<file path="config.mk">
export PLATFORM = sky130hd
export DESIGN_NAME = twowire_dual_slave
export DESIGN_NICKNAME = d
export VERILOG_FILES = /design/src/rtl/twd_pkg.sv /design/src/rtl/twd_line_sync.sv /design/src/rtl/twd_addr_match.sv /design/src/rtl/twd_byte_engine.sv /design/src/rtl/twowire_dual_slave.sv
export SDC_FILE = /design/constraint.sdc
export NUM_CORES = 1
export LEC_CHECK = 0
export ABC_AREA = 1
export BUFFER_PORTS_ARGS = -buffer_cell sky130_fd_sc_hd__buf_2
export CORE_UTILIZATION = 43
export DETAILED_ROUTE_END_ITERATION = 6
export SLEW_MARGIN = 0
export SYNTH_ARGS = -nofsm -noshare
export SYNTH_HDL_FRONTEND = slang
export SYNTH_HIERARCHICAL = 1
export SYNTH_SLANG_ARGS = --single-unit
</file>
<file path="constraint.sdc">
create_clock -name clk_i -period 4.65 [get_ports clk_i]
set_input_delay 0.93 -clock clk_i [delete_from_list [all_inputs] [get_ports clk_i]]
set_output_delay 0.93 -clock clk_i [all_outputs]
set_load 0.03 [all_outputs]
</file>
<file path="src/rtl/twd_pkg.sv">
package twd_pkg;
  localparam int unsigned BYTE_W = 8;
  localparam int unsigned ID_W   = 4;
  localparam int unsigned PIN_W  = 2;

  typedef enum logic [2:0] {
    ST_IDLE,
    ST_ADDR,
    ST_ADDR_ACK,
    ST_WR,
    ST_WR_ACK,
    ST_RD,
    ST_RD_ACK,
    ST_IGNORE
  } twd_state_e;
endpackage

</file>
<file path="src/rtl/twd_line_sync.sv">
module twd_line_sync #(
  parameter int unsigned STAGES = 2
) (
  input  logic clk_i,
  input  logic rst_ni,
  input  logic line_i,
  output logic line_o,
  output logic prev_o
);
  logic [STAGES-1:0] chain_q;
  logic              prev_q;

  // idle bus lines are high, so reset to 1
  always_ff @(posedge clk_i or negedge rst_ni) begin
    if (!rst_ni) begin
      chain_q <= '1;
      prev_q  <= 1'b1;
    end else begin
      chain_q <= {chain_q[STAGES-2:0], line_i};
      prev_q  <= chain_q[STAGES-1];
    end
  end

  assign line_o = chain_q[STAGES-1];
  assign prev_o = prev_q;
endmodule

</file>
<file path="src/rtl/twd_addr_match.sv">
module twd_addr_match #(
  parameter logic [twd_pkg::ID_W-1:0] ID_MEM  = 4'b1010,
  parameter logic [twd_pkg::ID_W-1:0] ID_COMP = 4'b1101
) (
  input  logic [twd_pkg::ID_W-1:0]  id_i,
  input  logic [twd_pkg::PIN_W-1:0] sel_bits_i,
  input  logic                      rw_i,
  input  logic [twd_pkg::PIN_W-1:0] pins_i,
  output logic                      hit_o,
  output logic                      dev_o,
  output logic                      rd_o
);
  logic mem_hit, comp_hit, pin_ok;

  always_comb begin
    mem_hit  = (id_i == ID_MEM);
    comp_hit = (id_i == ID_COMP);
    pin_ok   = (sel_bits_i == pins_i);
    hit_o    = pin_ok && (mem_hit || comp_hit);
    dev_o    = comp_hit;
    rd_o     = rw_i;
  end
endmodule

</file>
<file path="src/rtl/twd_byte_engine.sv">
module twd_byte_engine
  import twd_pkg::*;
#(
  parameter int unsigned DW = BYTE_W
) (
  input  logic          clk_i,
  input  logic          rst_ni,
  input  logic          sda_i,
  input  logic          scl_rise_i,
  input  logic          scl_fall_i,
  input  logic          start_i,
  input  logic          stop_i,
  input  logic          hit_i,
  input  logic          dev_i,
  input  logic          rd_i,
  input  logic [DW-1:0] tx_data_i,
  input  logic          nack_req_i,
  output logic [DW-1:0] sr_o,
  output logic          sda_oe_o,
  output logic          sel_o,
  output logic          sel_dev_o,
  output logic          sel_rd_o,
  output logic          rx_valid_o,
  output logic [DW-1:0] rx_data_o,
  output logic          tx_next_o
);
  localparam int unsigned CNT_W = $clog2(DW + 1);

  twd_state_e      st_q;
  logic [DW-1:0]   sr_q, rx_q;
  logic [CNT_W-1:0] cnt_q;
  logic            oe_q, dev_q, rd_q, ack_ok_q, nack_q;
  logic            sel_q, rx_v_q, tx_n_q;
  logic            full, refuse;

  assign full   = (cnt_q == CNT_W'(DW));
  assign refuse = nack_q | nack_req_i;

  always_ff @(posedge clk_i or negedge rst_ni) begin
    if (!rst_ni) begin
      st_q     <= ST_IDLE;
      sr_q     <= '0;
      rx_q     <= '0;
      cnt_q    <= '0;
      oe_q     <= 1'b0;
      dev_q    <= 1'b0;
      rd_q     <= 1'b0;
      ack_ok_q <= 1'b0;
      nack_q   <= 1'b0;
      sel_q    <= 1'b0;
      rx_v_q   <= 1'b0;
      tx_n_q   <= 1'b0;
    end else begin
      sel_q  <= 1'b0;
      rx_v_q <= 1'b0;
      tx_n_q <= 1'b0;
      if (nack_req_i && (st_q == ST_WR || st_q == ST_RD)) nack_q <= 1'b1;

      if (stop_i) begin
        st_q   <= ST_IDLE;
        oe_q   <= 1'b0;
        nack_q <= 1'b0;
      end else if (start_i) begin
        st_q   <= ST_ADDR;
        oe_q   <= 1'b0;
        cnt_q  <= '0;
        nack_q <= 1'b0;
      end else begin
        case (st_q)
          ST_ADDR: begin
            if (scl_rise_i) begin
              sr_q  <= {sr_q[DW-2:0], sda_i};
              cnt_q <= cnt_q + CNT_W'(1);
            end else if (scl_fall_i && full) begin
              if (hit_i) begin
                st_q  <= ST_ADDR_ACK;
                oe_q  <= 1'b1;
                sel_q <= 1'b1;
                dev_q <= dev_i;
                rd_q  <= rd_i;
              end else begin
                st_q <= ST_IGNORE;
              end
            end
          end
          ST_ADDR_ACK: begin
            if (scl_fall_i) begin
              cnt_q <= '0;
              if (rd_q) begin
                sr_q   <= tx_data_i;
                oe_q   <= ~tx_data_i[DW-1];
                tx_n_q <= 1'b1;
                st_q   <= ST_RD;
              end else begin
                oe_q <= 1'b0;
                st_q <= ST_WR;
              end
            end
          end
          ST_WR: begin
            if (scl_rise_i) begin
              sr_q  <= {sr_q[DW-2:0], sda_i};
              cnt_q <= cnt_q + CNT_W'(1);
            end else if (scl_fall_i && full) begin
              rx_q   <= sr_q;
              rx_v_q <= 1'b1;
              if (refuse) begin
                st_q <= ST_IGNORE;
              end else begin
                oe_q <= 1'b1;
                st_q <= ST_WR_ACK;
              end
            end
          end
          ST_WR_ACK: begin
            if (scl_fall_i) begin
              oe_q  <= 1'b0;
              cnt_q <= '0;
              st_q  <= ST_WR;
            end
          end
          ST_RD: begin
            if (scl_rise_i) begin
              cnt_q <= cnt_q + CNT_W'(1);
            end else if (scl_fall_i) begin
              if (full) begin
                oe_q     <= 1'b0;
                ack_ok_q <= 1'b0;
                st_q     <= refuse ? ST_IGNORE : ST_RD_ACK;
              end else begin
                sr_q <= {sr_q[DW-2:0], 1'b0};
                oe_q <= ~sr_q[DW-2];
              end
            end
          end
          ST_RD_ACK: begin
            if (scl_rise_i) begin
              if (sda_i) st_q <= ST_IGNORE;
              else       ack_ok_q <= 1'b1;
            end else if (scl_fall_i && ack_ok_q) begin
              sr_q   <= tx_data_i;
              oe_q   <= ~tx_data_i[DW-1];
              tx_n_q <= 1'b1;
              cnt_q  <= '0;
              st_q   <= ST_RD;
            end
          end
          ST_IDLE, ST_IGNORE: ;
          default: st_q <= ST_IDLE;
        endcase
      end
    end
  end

  assign sr_o       = sr_q;
  assign sda_oe_o   = oe_q;
  assign sel_o      = sel_q;
  assign sel_dev_o  = dev_q;
  assign sel_rd_o   = rd_q;
  assign rx_valid_o = rx_v_q;
  assign rx_data_o  = rx_q;
  assign tx_next_o  = tx_n_q;
endmodule

</file>
<file path="src/rtl/twowire_dual_slave.sv">
module twowire_dual_slave
  import twd_pkg::*;
#(
  parameter logic [ID_W-1:0] ID_MEM      = 4'b1010,
  parameter logic [ID_W-1:0] ID_COMP     = 4'b1101,
  parameter int unsigned     SYNC_STAGES = 2
) (
  input  logic              clk_i,
  input  logic              rst_ni,
  input  logic              scl_i,
  input  logic              sda_i,
  output logic              sda_oe_o,
  input  logic [PIN_W-1:0]  dev_pins_i,
  output logic              sel_o,
  output logic              sel_dev_o,
  output logic              sel_rd_o,
  output logic              rx_valid_o,
  output logic [BYTE_W-1:0] rx_data_o,
  input  logic [BYTE_W-1:0] tx_data_i,
  output logic              tx_next_o,
  input  logic              nack_req_i
);
  logic scl_s, scl_p, sda_s, sda_p;
  logic scl_rise, scl_fall, start_det, stop_det;
  logic hit, dev, rd;
  logic [BYTE_W-1:0] sr;

  twd_line_sync #(.STAGES(SYNC_STAGES)) u_scl_sync (
    .clk_i(clk_i), .rst_ni(rst_ni), .line_i(scl_i), .line_o(scl_s), .prev_o(scl_p)
  );
  twd_line_sync #(.STAGES(SYNC_STAGES)) u_sda_sync (
    .clk_i(clk_i), .rst_ni(rst_ni), .line_i(sda_i), .line_o(sda_s), .prev_o(sda_p)
  );

  assign scl_rise  = scl_s & ~scl_p;
  assign scl_fall  = ~scl_s & scl_p;
  // SDA edges while SCL stays high are bus conditions
  assign start_det = scl_s & scl_p & sda_p & ~sda_s;
  assign stop_det  = scl_s & scl_p & ~sda_p & sda_s;

  twd_addr_match #(.ID_MEM(ID_MEM), .ID_COMP(ID_COMP)) u_match (
    .id_i      (sr[BYTE_W-1 -: ID_W]),
    .sel_bits_i(sr[PIN_W:1]),
    .rw_i      (sr[0]),
    .pins_i    (dev_pins_i),
    .hit_o     (hit),
    .dev_o     (dev),
    .rd_o      (rd)
  );

  twd_byte_engine #(.DW(BYTE_W)) u_engine (
    .clk_i     (clk_i),
    .rst_ni    (rst_ni),
    .sda_i     (sda_s),
    .scl_rise_i(scl_rise),
    .scl_fall_i(scl_fall),
    .start_i   (start_det),
    .stop_i    (stop_det),
    .hit_i     (hit),
    .dev_i     (dev),
    .rd_i      (rd),
    .tx_data_i (tx_data_i),
    .nack_req_i(nack_req_i),
    .sr_o      (sr),
    .sda_oe_o  (sda_oe_o),
    .sel_o     (sel_o),
    .sel_dev_o (sel_dev_o),
    .sel_rd_o  (sel_rd_o),
    .rx_valid_o(rx_valid_o),
    .rx_data_o (rx_data_o),
    .tx_next_o (tx_next_o)
  );
endmodule

</file>
==> results.yml <==
placed_design:
  gpl.final_weighted_congestion: 0.947
  place_ws_ps: 2320
  place_inst: 396
  portBuffers: 28
  dp_hpwl_microns: 3730
timing:
  worst_pin_slew_ps: 815
  hold_viol_final: 0
  rsz0062_at_grt: "no"
  max_freq_mhz: 438
  fin_hold_ws_ps: 357
  skew_ps: 8.82
  relSlewSlack_pct: 45.7
  period_share_pct: 49.1
  setup_viol: 0
  period_needed_ps: 2280
  worst_slack_ps: 2370
  tns_ps: 0
  drv_slew: 0
critical_path:
  critical_path_class: "register to register"
  worstSetupStartpointType: "register"
  cp_max_fo: 11
  crit_path_end_kind: "register"
  cpPeakStageDelay_ps: 580
  cp.required_ps: 4830
  critPathMostFrequentCell: "nand2_1"
  path_cells: "inv_1, nand2_1, nor2_1, nor2_1, nand2_2, nor3_4, nand2_4, nand2_1, nand2_1"
  arrival_ps: 2470
  cp_slowest_cell: "nor2_1"
global_route:
  grt.overflow.total: 0
  gr-usage-all-layers_pct: 20.3
  grt_pass1_vias: 1755
  grt_max_degree: 38
  antenna_found_initial: 0
  grt_pass1_wl_microns: 8300
layout:
  diodes: 0
  syn_to_final_growth_pct: 13.4
  fin_cells: 404
  mostFrequentLayoutCell: "nand2_1"
  final_cell_mix: "nand2_1, inv_1, dfrtp_1, nand3_1, buf_2"
  layout.nets: 353
  utilization_pct: 51.8
  drive_above_1_share_pct: 17.2
clock_network:
  cts_tree: "built"
  cts_buffers: 5
  cts_setup_buffers: 0
  cts.sinks: 37
  cts_hold_buf: 0
  h-tree-depth: 2
  cts_resized: 0
  clockBufferDepth: 2
  cts-root-buf: "clkbuf_8"
  clk_pin_slew_ps: 70
  clock_latency_ps: 290
logic_synthesis:
  synth_top_area_share_pct: 35.2
  syn-num-nets: 324
  yosys-mux-area-fraction_pct: 0
  synth_fa_ha_area_share_pct: 1.14
  ys_seq_elements: 37
  syn_area_per_cell_sq_um: 7.17
  synth_top_family_by_area: "simple AND/OR/NAND/NOR gates"
  syn_area_sq_um: 2200
  synth-warning-count: 6
  synth_compound_gate_area_share_pct: 7.78
  synth-xor-area-share_pct: 1.19
  yosys-top-cells-area: "dfrtp_1, nand2_1, dfstp_2"
  synth.distinct_cells: 32
  ys_seq_area_share_pct: 42.4
  synth_cells: 307
  yosysTopAreaCell: "dfrtp_1"
  yosys.area_share.simple_pct: 38.0
detailed_routing:
  wl_per_cell_microns: 12.2
  wirelength_microns: 4940
  routed_via_density: 4.94
  antenna_left: 0
  first_iter_violations: 223
  first_pass_iters: 5
  drc: 0
  vias: 1995
power_and_ir_drop:
  p_per_area_nw_per_um2: 605
  ir_drop_v: 0.000202
  leakage_nw: 1.34
floorplan:
  io_pins: 29
  fp.dieW_microns: 73.6
  core_area_sq_um: 4820
  die_h_microns: 73.6
  start_util_pct: 45.7
  rows: 25
  die-area_sq_um: 5410
job:
  cap_violations: 0
min_path:
  hold_path.class: "register to register"
status:
  outcome: "finished, final reports clean"
cell type report:
cell class / instances / area (sq um)
Clock buffer: 6 / 72.6
Clock inverter: 2 / 38.8
Sequential cell: 37 / 933
Tap cell: 67 / 83.8
Timing Repair Buffer: 28 / 140
Inverter: 44 / 170
Multi-Input combinational cell: 220 / 1060
Fill cell: 497 / 2320
registers in the layout, indices dropped and copies added, names as in the netlist:
signal	flops
u_engine/ack_ok_q	1
u_engine/cnt_q	4
u_engine/nack_q	1
u_engine/rx_data_o	8
u_engine/rx_valid_o	1
u_engine/sda_oe_o	1
u_engine/sel_dev_o	1
u_engine/sel_o	1
u_engine/sel_rd_o	1
u_engine/sr_o	8
u_engine/st_q	3
u_engine/tx_next_o	1
u_scl_sync/chain_q	2
u_scl_sync/prev_o	1
u_sda_sync/chain_q	2
u_sda_sync/prev_o	1
report_power, final:
group          internal (W)  leakage (nW)  switching (W)  total, W
Clock              0.000161        0.0554       0.000116  0.000277
Combinational      0.000242         0.821       0.000496  0.000739
Sequential         0.000398         0.461      0.0000985  0.000496
Total              0.000801          1.34       0.000711   0.00151
synth_stat cells, drive strengths merged:
master  count
nand2     110
inv        44
nor2       33
dfrtp      31
nand3      30
o21ai      19
a21oi       9
dfstp       6
buf         5
nor3        5
nand4       4
ha          2
xnor2       2
clkbuf      1
nand3b      1
nor3b       1
nor4        1
o211ai      1
o311ai      1
xor2        1
path summary, 6_finish.rpt:
check                                      startpoint                     to  slack, ps  cells past startpoint
worst max-delay path            u_sda_sync/chain_q[1]       u_engine/sr_o[3]       2370                      9
worst min-delay path            u_scl_sync/chain_q[0]  u_scl_sync/chain_q[1]        360                      0
worst max register to register  u_sda_sync/chain_q[1]       u_engine/sr_o[3]       2370                      9
worst min register to register  u_scl_sync/chain_q[0]  u_scl_sync/chain_q[1]        360                      0
max in group asynchronous                      rst_ni        u_engine/nack_q       3400                      1
min in group asynchronous                      rst_ni  u_engine/rx_data_o[7]        730                      1
logic make-up (layout without fill, tap and decap cells):
group,Yosys count,in the layout
compound gates,30,30
xor+xnor,3,3
flops,37,37
simple gates,185,185
buf+inv,50,80
fa+ha+maj,2,2
stage by stage:
step                      area, sq um  total power, W
after global placement           2390         0.00126
after floorplan                  2200         0.00108
final                            2500         0.00151
after CTS                        2500         0.00152
after detailed placement         2390         0.00124
after global routing             2500         0.00166
metal layers:
layer,up-vias,share of wire [%],wire length (microns),GRT usage [%]
li1,1020,-,-,-
met1,884,47,2340,29.0
met2,80,44,2180,30.4
met3,11,6.4,318,4.66
met4,0,2.0,98,6.84
met5,-,0,0,0
worst max-delay path: cells and delay by family, from the launching register on:
kind,cells,cell delay (ps)
and+or+nand+nor,8,1590
buffers and inverters,1,40
DFF,1,550
No activity file was read; power rests on OpenSTA's default activity.
